[config.mk]
export PLATFORM = sky130hd
export DESIGN_NAME = cla_adder
export DESIGN_NICKNAME = d
export VERILOG_FILES = /design/src/rtl/cla_pkg.sv /design/src/rtl/cla_group4.sv /design/src/rtl/cla_lookahead4.sv /design/src/rtl/cla_block16.sv /design/src/rtl/cla_adder.sv
export SDC_FILE = /design/constraint.sdc
export NUM_CORES = 1
export LEC_CHECK = 0
export ABC_CLOCK_PERIOD_IN_PS = 2800
export BUFFER_PORTS_ARGS = -buffer_cell sky130_fd_sc_hd__clkbuf_2
export CAP_MARGIN = 20
export CORE_MARGIN = 4
export CORE_UTILIZATION = 39
export DETAILED_ROUTE_END_ITERATION = 7
export PLACE_DENSITY = 0.77
export SYNTH_ARGS = -nofsm -noshare
export SYNTH_HDL_FRONTEND = slang
export SYNTH_HIERARCHICAL = 1
export SYNTH_SLANG_ARGS = --single-unit
[constraint.sdc]
create_clock -name vclk -period 2.8
set_input_delay 0.42 -clock vclk [all_inputs]
set_output_delay 0.42 -clock vclk [all_outputs]
set_load 0.005 [all_outputs]
[src/rtl/cla_pkg.sv]
package cla_pkg;

    localparam int GRP_W = 4;
    localparam int BLK_W = 16;

    typedef enum logic {
        PROP_OR  = 1'b0,
        PROP_XOR = 1'b1
    } prop_mode_e;

    typedef struct packed {
        logic g;
        logic p;
    } gp_t;

    // Carries c1..c4 of a 4-wide lookahead, each from g, p and ci only
    function automatic logic [4:1] la_carries(input logic [3:0] g,
                                              input logic [3:0] p,
                                              input logic       ci);
        logic [4:1] c;
        c[1] = g[0] | (p[0] & ci);
        c[2] = g[1] | (p[1] & g[0]) | (p[1] & p[0] & ci);
        c[3] = g[2] | (p[2] & g[1]) | (p[2] & p[1] & g[0])
                    | (p[2] & p[1] & p[0] & ci);
        c[4] = g[3] | (p[3] & g[2]) | (p[3] & p[2] & g[1])
                    | (p[3] & p[2] & p[1] & g[0])
                    | (p[3] & p[2] & p[1] & p[0] & ci);
        return c;
    endfunction

    // Combined generate / propagate of four adjacent positions
    function automatic gp_t la_combine(input logic [3:0] g,
                                       input logic [3:0] p);
        gp_t r;
        r.g = g[3] | (p[3] & g[2]) | (p[3] & p[2] & g[1])
                   | (p[3] & p[2] & p[1] & g[0]);
        r.p = &p;
        return r;
    endfunction

endpackage

[src/rtl/cla_group4.sv]
module cla_group4
    import cla_pkg::*;
#(
    parameter prop_mode_e PMODE = PROP_OR
) (
    input  logic [GRP_W-1:0] x,
    input  logic [GRP_W-1:0] y,
    input  logic             ci,
    output logic [GRP_W-1:0] s,
    output gp_t              grp
);
    logic [GRP_W-1:0] bit_g;
    logic [GRP_W-1:0] bit_p;
    logic [4:1]       cy;

    assign bit_g = x & y;

    generate
        if (PMODE == PROP_XOR) begin : g_pxor
            assign bit_p = x ^ y;
        end else begin : g_por
            assign bit_p = x | y;
        end
    endgenerate

    assign cy  = la_carries(bit_g, bit_p, ci);
    assign s   = x ^ y ^ {cy[3:1], ci};
    assign grp = la_combine(bit_g, bit_p);

    always_comb begin

        grp_sum_chk: assert ({cy[4], s} == ({1'b0, x} + {1'b0, y} + {4'b0, ci}))
            else $error("group sum mismatch");

        grp_carry_chk: assert (cy[4] == (grp.g | (grp.p & ci)))
            else $error("group carry disagrees with group terms");
    end
endmodule

[src/rtl/cla_lookahead4.sv]
module cla_lookahead4
    import cla_pkg::*;
(
    input  gp_t [3:0] grp,
    input  logic      ci,
    output logic [4:1] cy,
    output gp_t       blk
);
    logic [3:0] gg;
    logic [3:0] gpv;

    always_comb begin
        for (int i = 0; i < 4; i++) begin
            gg[i]  = grp[i].g;
            gpv[i] = grp[i].p;
        end
    end

    assign cy  = la_carries(gg, gpv, ci);
    assign blk = la_combine(gg, gpv);

    always_comb begin

        la_carry_chk: assert (cy[4] == (blk.g | (blk.p & ci)))
            else $error("second-level carry disagrees with block terms");
    end
endmodule

[src/rtl/cla_block16.sv]
module cla_block16
    import cla_pkg::*;
#(
    parameter prop_mode_e PMODE = PROP_OR
) (
    input  logic [BLK_W-1:0] x,
    input  logic [BLK_W-1:0] y,
    input  logic             ci,
    output logic [BLK_W-1:0] s,
    output gp_t [3:0]        grp,
    output gp_t              blk
);
    localparam int NG = BLK_W / GRP_W;

    logic [4:1]  cy;
    logic [NG:0] gci;

    assign gci = {cy, ci};

    for (genvar k = 0; k < NG; k++) begin : g_grp
        cla_group4 #(.PMODE(PMODE)) u_grp (
            .x  (x[k*GRP_W +: GRP_W]),
            .y  (y[k*GRP_W +: GRP_W]),
            .ci (gci[k]),
            .s  (s[k*GRP_W +: GRP_W]),
            .grp(grp[k])
        );
    end

    cla_lookahead4 u_la (
        .grp(grp),
        .ci (ci),
        .cy (cy),
        .blk(blk)
    );
endmodule

[src/rtl/cla_adder.sv]
module cla_adder
    import cla_pkg::*;
#(
    parameter int         WIDTH = 16,
    parameter prop_mode_e PMODE = PROP_OR
) (
    input  logic [WIDTH-1:0]   a,
    input  logic [WIDTH-1:0]   b,
    input  logic               cin,
    output logic [WIDTH-1:0]   sum,
    output logic               cout,
    output logic [WIDTH/4-1:0] grp_gen,
    output logic [WIDTH/4-1:0] grp_prop
);
    localparam int NBLK = WIDTH / BLK_W;
    localparam int GPB  = BLK_W / GRP_W;

    logic [NBLK:0] bcy;
    gp_t  [NBLK-1:0] blk;

    assign bcy[0] = cin;

    for (genvar k = 0; k < NBLK; k++) begin : g_blk
        gp_t [3:0] grp;

        cla_block16 #(.PMODE(PMODE)) u_blk (
            .x  (a[k*BLK_W +: BLK_W]),
            .y  (b[k*BLK_W +: BLK_W]),
            .ci (bcy[k]),
            .s  (sum[k*BLK_W +: BLK_W]),
            .grp(grp),
            .blk(blk[k])
        );

        // Block-level carry to the next 16-bit unit
        assign bcy[k+1] = blk[k].g | (blk[k].p & bcy[k]);

        for (genvar j = 0; j < GPB; j++) begin : g_out
            assign grp_gen[k*GPB + j]  = grp[j].g;
            assign grp_prop[k*GPB + j] = grp[j].p;
        end
    end

    assign cout = bcy[NBLK];

    always_comb begin

        total_sum_chk: assert ({cout, sum} ==
                ({1'b0, a} + {1'b0, b} + {{WIDTH{1'b0}}, cin}))
            else $error("adder total mismatch");
    end
endmodule

==> results of run 1 <==
[per-stage QoR]
| step | utilization | hold slack, ns | total power [mW] | instance area (um2) | std cells |
|---|---|---|---|---|---|
| final | 0.606 | 1.21 | 0.327 | 1660 | 250 |
| after global routing | 0.606 | 1.24 | 0.373 | 1660 | 250 |
| after CTS | 0.580 | 1.22 | 0.313 | 1590 | 249 |
| after detailed placement | 0.562 | 1.22 | 0.299 | 1540 | 247 |
| after global placement | 0.562 | 1.21 | 0.293 | 1540 | 247 |
| after floorplan | - | 0.938 | 0.160 | 1120 | 146 |
[area by class of cell]
type	count	area, um2	share of cell area
inverters	53	204	0.123
multi-input cells	93	991	0.598
well taps	31	38.8	0.0234
repair buffers	73	423	0.255
[path summary, 6_finish.rpt]
path / slack (ns) / endpoint
hold / removal: 1.21 / cout
setup / recovery: -0.12 / sum[12]
[timing repair]
action	in CTS	in global routing
resized for setup	11	21
buffers inserted	2	3
cloned	0	0
pin swaps	7	15
setup endpoints to repair	5	10
hold endpoints to repair	0	0
[tightest hold or removal path, stage by stage]
cell	delay [ns]
clkbuf_2	0.14
a21o_1	0.13
clkbuf_2	0.10
[where the power goes]
part / internal, mW / switching, mW / total (mW) / leakage [nW]
clock: 0 / 0 / 0 / 0
sequential: 0 / 0 / 0 / 0
combinational: 0.175 / 0.152 / 0.327 / 1.02
[per-layer routing]
layer,vias up,track usage,part of all wire
met5,-,0,0
met4,0,0.00606,0
met3,0,0.00629,0.065
met2,28,0.272,0.51
met1,474,0.167,0.43
li1,596,-,-
==> key figures, run 1 <==
Run status
  • Outcome: complete, but fails checks
  • Failing checks: negative setup slack

Placed design
  • I/O Buffers: 58
  • Pre-CTS worst setup slack: -0.157 ns
  • Post-DP HPWL: 2.19 mm
  • Gpl congestion: 0.793

Final layout
  • Share of layout cells above drive strength 1: 0.461
  • Fill cells: 256
  • Most frequent cells in the layout: clkbuf_2 (52), inv_1 (44), ha_1 (33)
  • Most common cell after layout, fill and taps aside: clkbuf_2
  • Ant. Diodes: 0
  • Final nets: 294
  • FF+latch count: 0
  • FF+latch area: 0 um2
  • Area grow syn2layout: 48.8%
  • Clock buffer count in the final layout: 0

Global routing
  • Number of global-route vias before repair: 1084
  • First-pass GRT wire length: 4.20 mm
  • GR Util All Layers: 0.136
  • Largest net degree at the start of global routing: 6
  • Total congestion overflow: 0
  • Antenna violations before repair: 0

Detailed routing
  • Antenna viol nets, final: 0
  • DR vias/cell: 4.39
  • Residual DRC: 0
  • DRT Wirelength: 2.45 mm
  • Wire length per cell: 9.78 um
  • DR pass1 iterations: 3
  • Vias: 1098
  • DRT iter0 DRCs: 13

Floorplanning
  • Initial core utilization: 0.407
  • Core area: 2730 um2
  • Cell Rows: 19
  • Total Die Area: 3770 um2
  • Die Wd: 61.4 um
  • I/O pin cnt: 58
  • Die Span Y: 61.4 um

Setup path
  • CP arrival: 2.50 ns
  • Crit-path max FO: 3
  • Critical Path Start: b[2]
  • Worst Path Buf+Inv: 7
  • Worst setup path class: primary input to primary output
  • Crit path cell chain: buf_8 > inv_4 > ha_4 > inv_2 > a221o_1 > a21o_2 > a21o_1 > a21oi_2 > inv_2 > a21o_1 > inv_1 > fa_2 > inv_2 > clkbuf_2
  • Most frequent cell on the critical path: inv_2
  • Family with the most delay on the worst path: compound AO/OA/AOI/OAI gates
  • Worst path slowest cell: fa_2
  • Req. time, crit path: 2.38 ns
  • Crit path largest cell delay: 0.43 ns
  • Crit end category: primary output
  • CP Depth: 14
  • Startpoint types: primary input

Timing
  • Slew Limit Fails: 0
  • Final setup fails: 4
  • Final hold vios: 0
  • Worst Tran Pin Value: 0.587 ns
  • Minimum clock period: 2.92 ns
  • Final period utilization: 1.04
  • RSZ-0062 raised after global routing: yes
  • Worst Slack Setup Final: -0.118 ns
  • Setup TNS: -0.338 ns
  • Slew headroom: 0.605
  • Max Clk Rate: 343 MHz

Synth
  • Synthesized net count: 219
  • Mapped cell area: 1110 um2
  • Warnings, synthesis: 6
  • Synth Area per Inst: 7.63 um2
  • Synthesized instance count: 146

Min path
  • Hold Path Depth: 3
  • Hold Startpoint: cin
  • HP Class: primary input to primary output

Job
  • Max-Cap Viols: 0

Power and ir drop
  • Pwr Density: 197 nW/um2
  • Leak pwr: 1.02 nW
  • Max rail drop VDD: 0.000124 V

Clock network
  • Number of hold buffers added after cts: 0
(Power assumes the default switching activity.)
==> run 2, diff against run 1 <==
- ABC_AREA: default -> 1
- PLACE_DENSITY: 0.77 -> 0.75
==> key figures, run 2 <==
Final layout
  • Final core utilization: 0.568 (was 0.606)
  • FF+latch area: 0 um2 (unchanged)
  • Most frequent cells in the layout: inv_1 (60), clkbuf_2 (58), nand2_1 (35), ha_1 (35), nand3_1 (21) (was clkbuf_2 (52), inv_1 (44), ha_1 (33))
  • Final nets: 348 (was 294)
  • FF+latch count: 0 (unchanged)
  • Area grow syn2layout: 37.2% (was 48.8%)
  • Non-filler cells, final: 317 (was 250)
  • Fill cells: 341 (was 256)
  • Post-route cell area: 1780 um2 (was 1660 um2)
  • Most common cell after layout, fill and taps aside: inv_1 (was clkbuf_2)
  • Ant. Diodes: 0 (unchanged)
  • Share of layout cells above drive strength 1: 0.366 (was 0.461)
  • Clock buffer count in the final layout: 0 (unchanged)

Synth
  • Warnings, synthesis: 6 (unchanged)
  • Synth Area per Inst: 6.29 um2 (was 7.63 um2)
  • Mapped cell area: 1300 um2 (was 1110 um2)
  • Synthesized instance count: 206 (was 146)
  • Synthesized net count: 279 (was 219)

Setup path
  • Crit-path max FO: 5 (was 3)
  • Crit end category: primary output (unchanged)
  • Worst path slowest cell: fa_2 (unchanged)
  • Crit path cell chain: clkbuf_2 > inv_1 > ha_1 > nor4_2 > buf_4 > nand2_1 > o21ai_2 > inv_1 > fa_2 > xnor2_2 > clkbuf_2 (was buf_8 > inv_4 > ha_4 > inv_2 > a221o_1 > a21o_2 > a21o_1 > a21oi_2 > inv_2 > a21o_1 > inv_1 > fa_2 > inv_2 > clkbuf_2)
  • Worst Path Buf+Inv: 5 (was 7)
  • Critical Path Start: b[5] (was b[2])
  • Crit path largest cell delay: 0.39 ns (was 0.43 ns)
  • Worst setup path class: primary input to primary output (unchanged)
  • CP arrival: 2.28 ns (was 2.50 ns)
  • Family with the most delay on the worst path: adder cells (was compound AO/OA/AOI/OAI gates)
  • Req. time, crit path: 2.38 ns (about the same)
  • Startpoint types: primary input (unchanged)

Floorplanning
  • Total Die Area: 4310 um2 (was 3770 um2)
  • Die Wd: 65.7 um (was 61.4 um)
  • Core area: 3130 um2 (was 2730 um2)
  • I/O pin cnt: 58 (unchanged)
  • Cell Rows: 20 (was 19)
  • Die Span Y: 65.7 um (was 61.4 um)
  • Initial core utilization: 0.414 (was 0.407)

Detailed routing
  • DR vias/cell: 4.50 (was 4.39)
  • Residual DRC: 0 (unchanged)
  • Vias: 1428 (was 1098)
  • DRT Wirelength: 3.15 mm (was 2.45 mm)
  • DR pass1 iterations: 5 (was 3)
  • Wire length per cell: 9.95 um (was 9.78 um)
  • Antenna viol nets, final: 0 (unchanged)
  • DRT iter0 DRCs: 62 (was 13)

Min path
  • Hold Path Depth: 4 (was 3)
  • Hold EP: cout (unchanged)
  • HP Class: primary input to primary output (unchanged)
  • Hold Startpoint: cin (unchanged)

Power and ir drop
  • Power consumption: 0.335 mW (was 0.327 mW)
  • Leak pwr: 1.16 nW (was 1.02 nW)
  • Max rail drop VDD: 0.0000964 V (was 0.000124 V)
  • Pwr Density: 188 nW/um2 (was 197 nW/um2)

Clock network
  • Number of hold buffers added after cts: 0 (unchanged)

Global routing
  • Number of global-route vias before repair: 1277 (was 1084)
  • GR Util All Layers: 0.138 (was 0.136)
  • Most Crowded Layer GR: met2 (unchanged)
  • GR Layer Usage met1: 0.169 (was 0.167)
  • GRT met2 Usage: 0.280 (was 0.272)
  • Antenna violations before repair: 0 (unchanged)
  • First-pass GRT wire length: 5.04 mm (was 4.20 mm)
  • Met3 GRT Util: 0.00171 (was 0.00629)
  • Total congestion overflow: 0 (unchanged)
  • Largest net degree at the start of global routing: 7 (was 6)

Timing
  • Slew headroom: 0.823 (was 0.605)
  • Final setup fails: 0 (was 4)
  • Slew Limit Fails: 0 (unchanged)
  • Final hold vios: 0 (unchanged)
  • Minimum clock period: 2.70 ns (was 2.92 ns)
  • Max Clk Rate: 371 MHz (was 343 MHz)
  • Worst Tran Pin Value: 0.265 ns (was 0.587 ns)
  • Final period utilization: 0.963 (was 1.04)
  • Worst Slack Setup Final: 0.103 ns (was -0.118 ns)

Placed design
  • Pre-CTS worst setup slack: -0.0350 ns (was -0.157 ns)
  • Gpl congestion: 0.815 (was 0.793)
  • Post-DP HPWL: 2.79 mm (was 2.19 mm)
  • Placed Cells: 315 (was 247)
  • I/O Buffers: 58 (unchanged)
  • Post-DP Area: 1690 um2 (was 1540 um2)

Job
  • Max-Cap Viols: 0 (unchanged)

Run status
  • Outcome: complete, no violations (was complete, but fails checks)
[run 2: final cells by class]
type / count / area, um2 / share of cell area
inverter: 64 / 240 / 0.135
multi-input combinational: 142 / 1120 / 0.633
tap: 44 / 55.1 / 0.0310
timing repair buffer: 67 / 358 / 0.201
[run 2: timing repair]
action | 4_1_cts | 5_1_grt
pin swaps | 0 | 7
gates cloned | 0 | 0
setup endpoints to repair | 1 | 5
gates resized for setup | 1 | 15
buffers inserted | 0 | 2
[run 2: power by group]
group,internal (mW),total [mW],switching (mW)
clock,0,0,0
sequential,0,0,0
combinational,0.159,0.335,0.176
total,0.159,0.335,0.176
[run 2: metal layers]
metal | vias up | share of wire | routed length, um
li1 | 756 | - | -
met1 | 613 | 0.41 | 1280
met2 | 57 | 0.53 | 1670
met3 | 2 | 0.065 | 205
met4 | 0 | 0.00032 | 1
met5 | - | 0 | 0
[run 2: how the worst max path moves through the flow]
stage | endpoint | slack [ns] | cells after the start
finish | sum[13] | 0.10 | 11
global route | sum[13] | -0.02 | 11
CTS | sum[13] | 0.02 | 14
detailed placement | sum[13] | -0.04 | 14
global placement | sum[13] | 0.04 | 14
floorplan | sum[13] | 0.07 | 8
[run 2: stage by stage]
step,TNS [ns],hold WS (ns)
2_1_floorplan,0,0.925
3_3_place_gp,0,1.19
3_5_place_dp,-0.0350,1.19
4_1_cts,0,1.20
5_1_grt,-0.0221,1.25
6_report,0,1.20
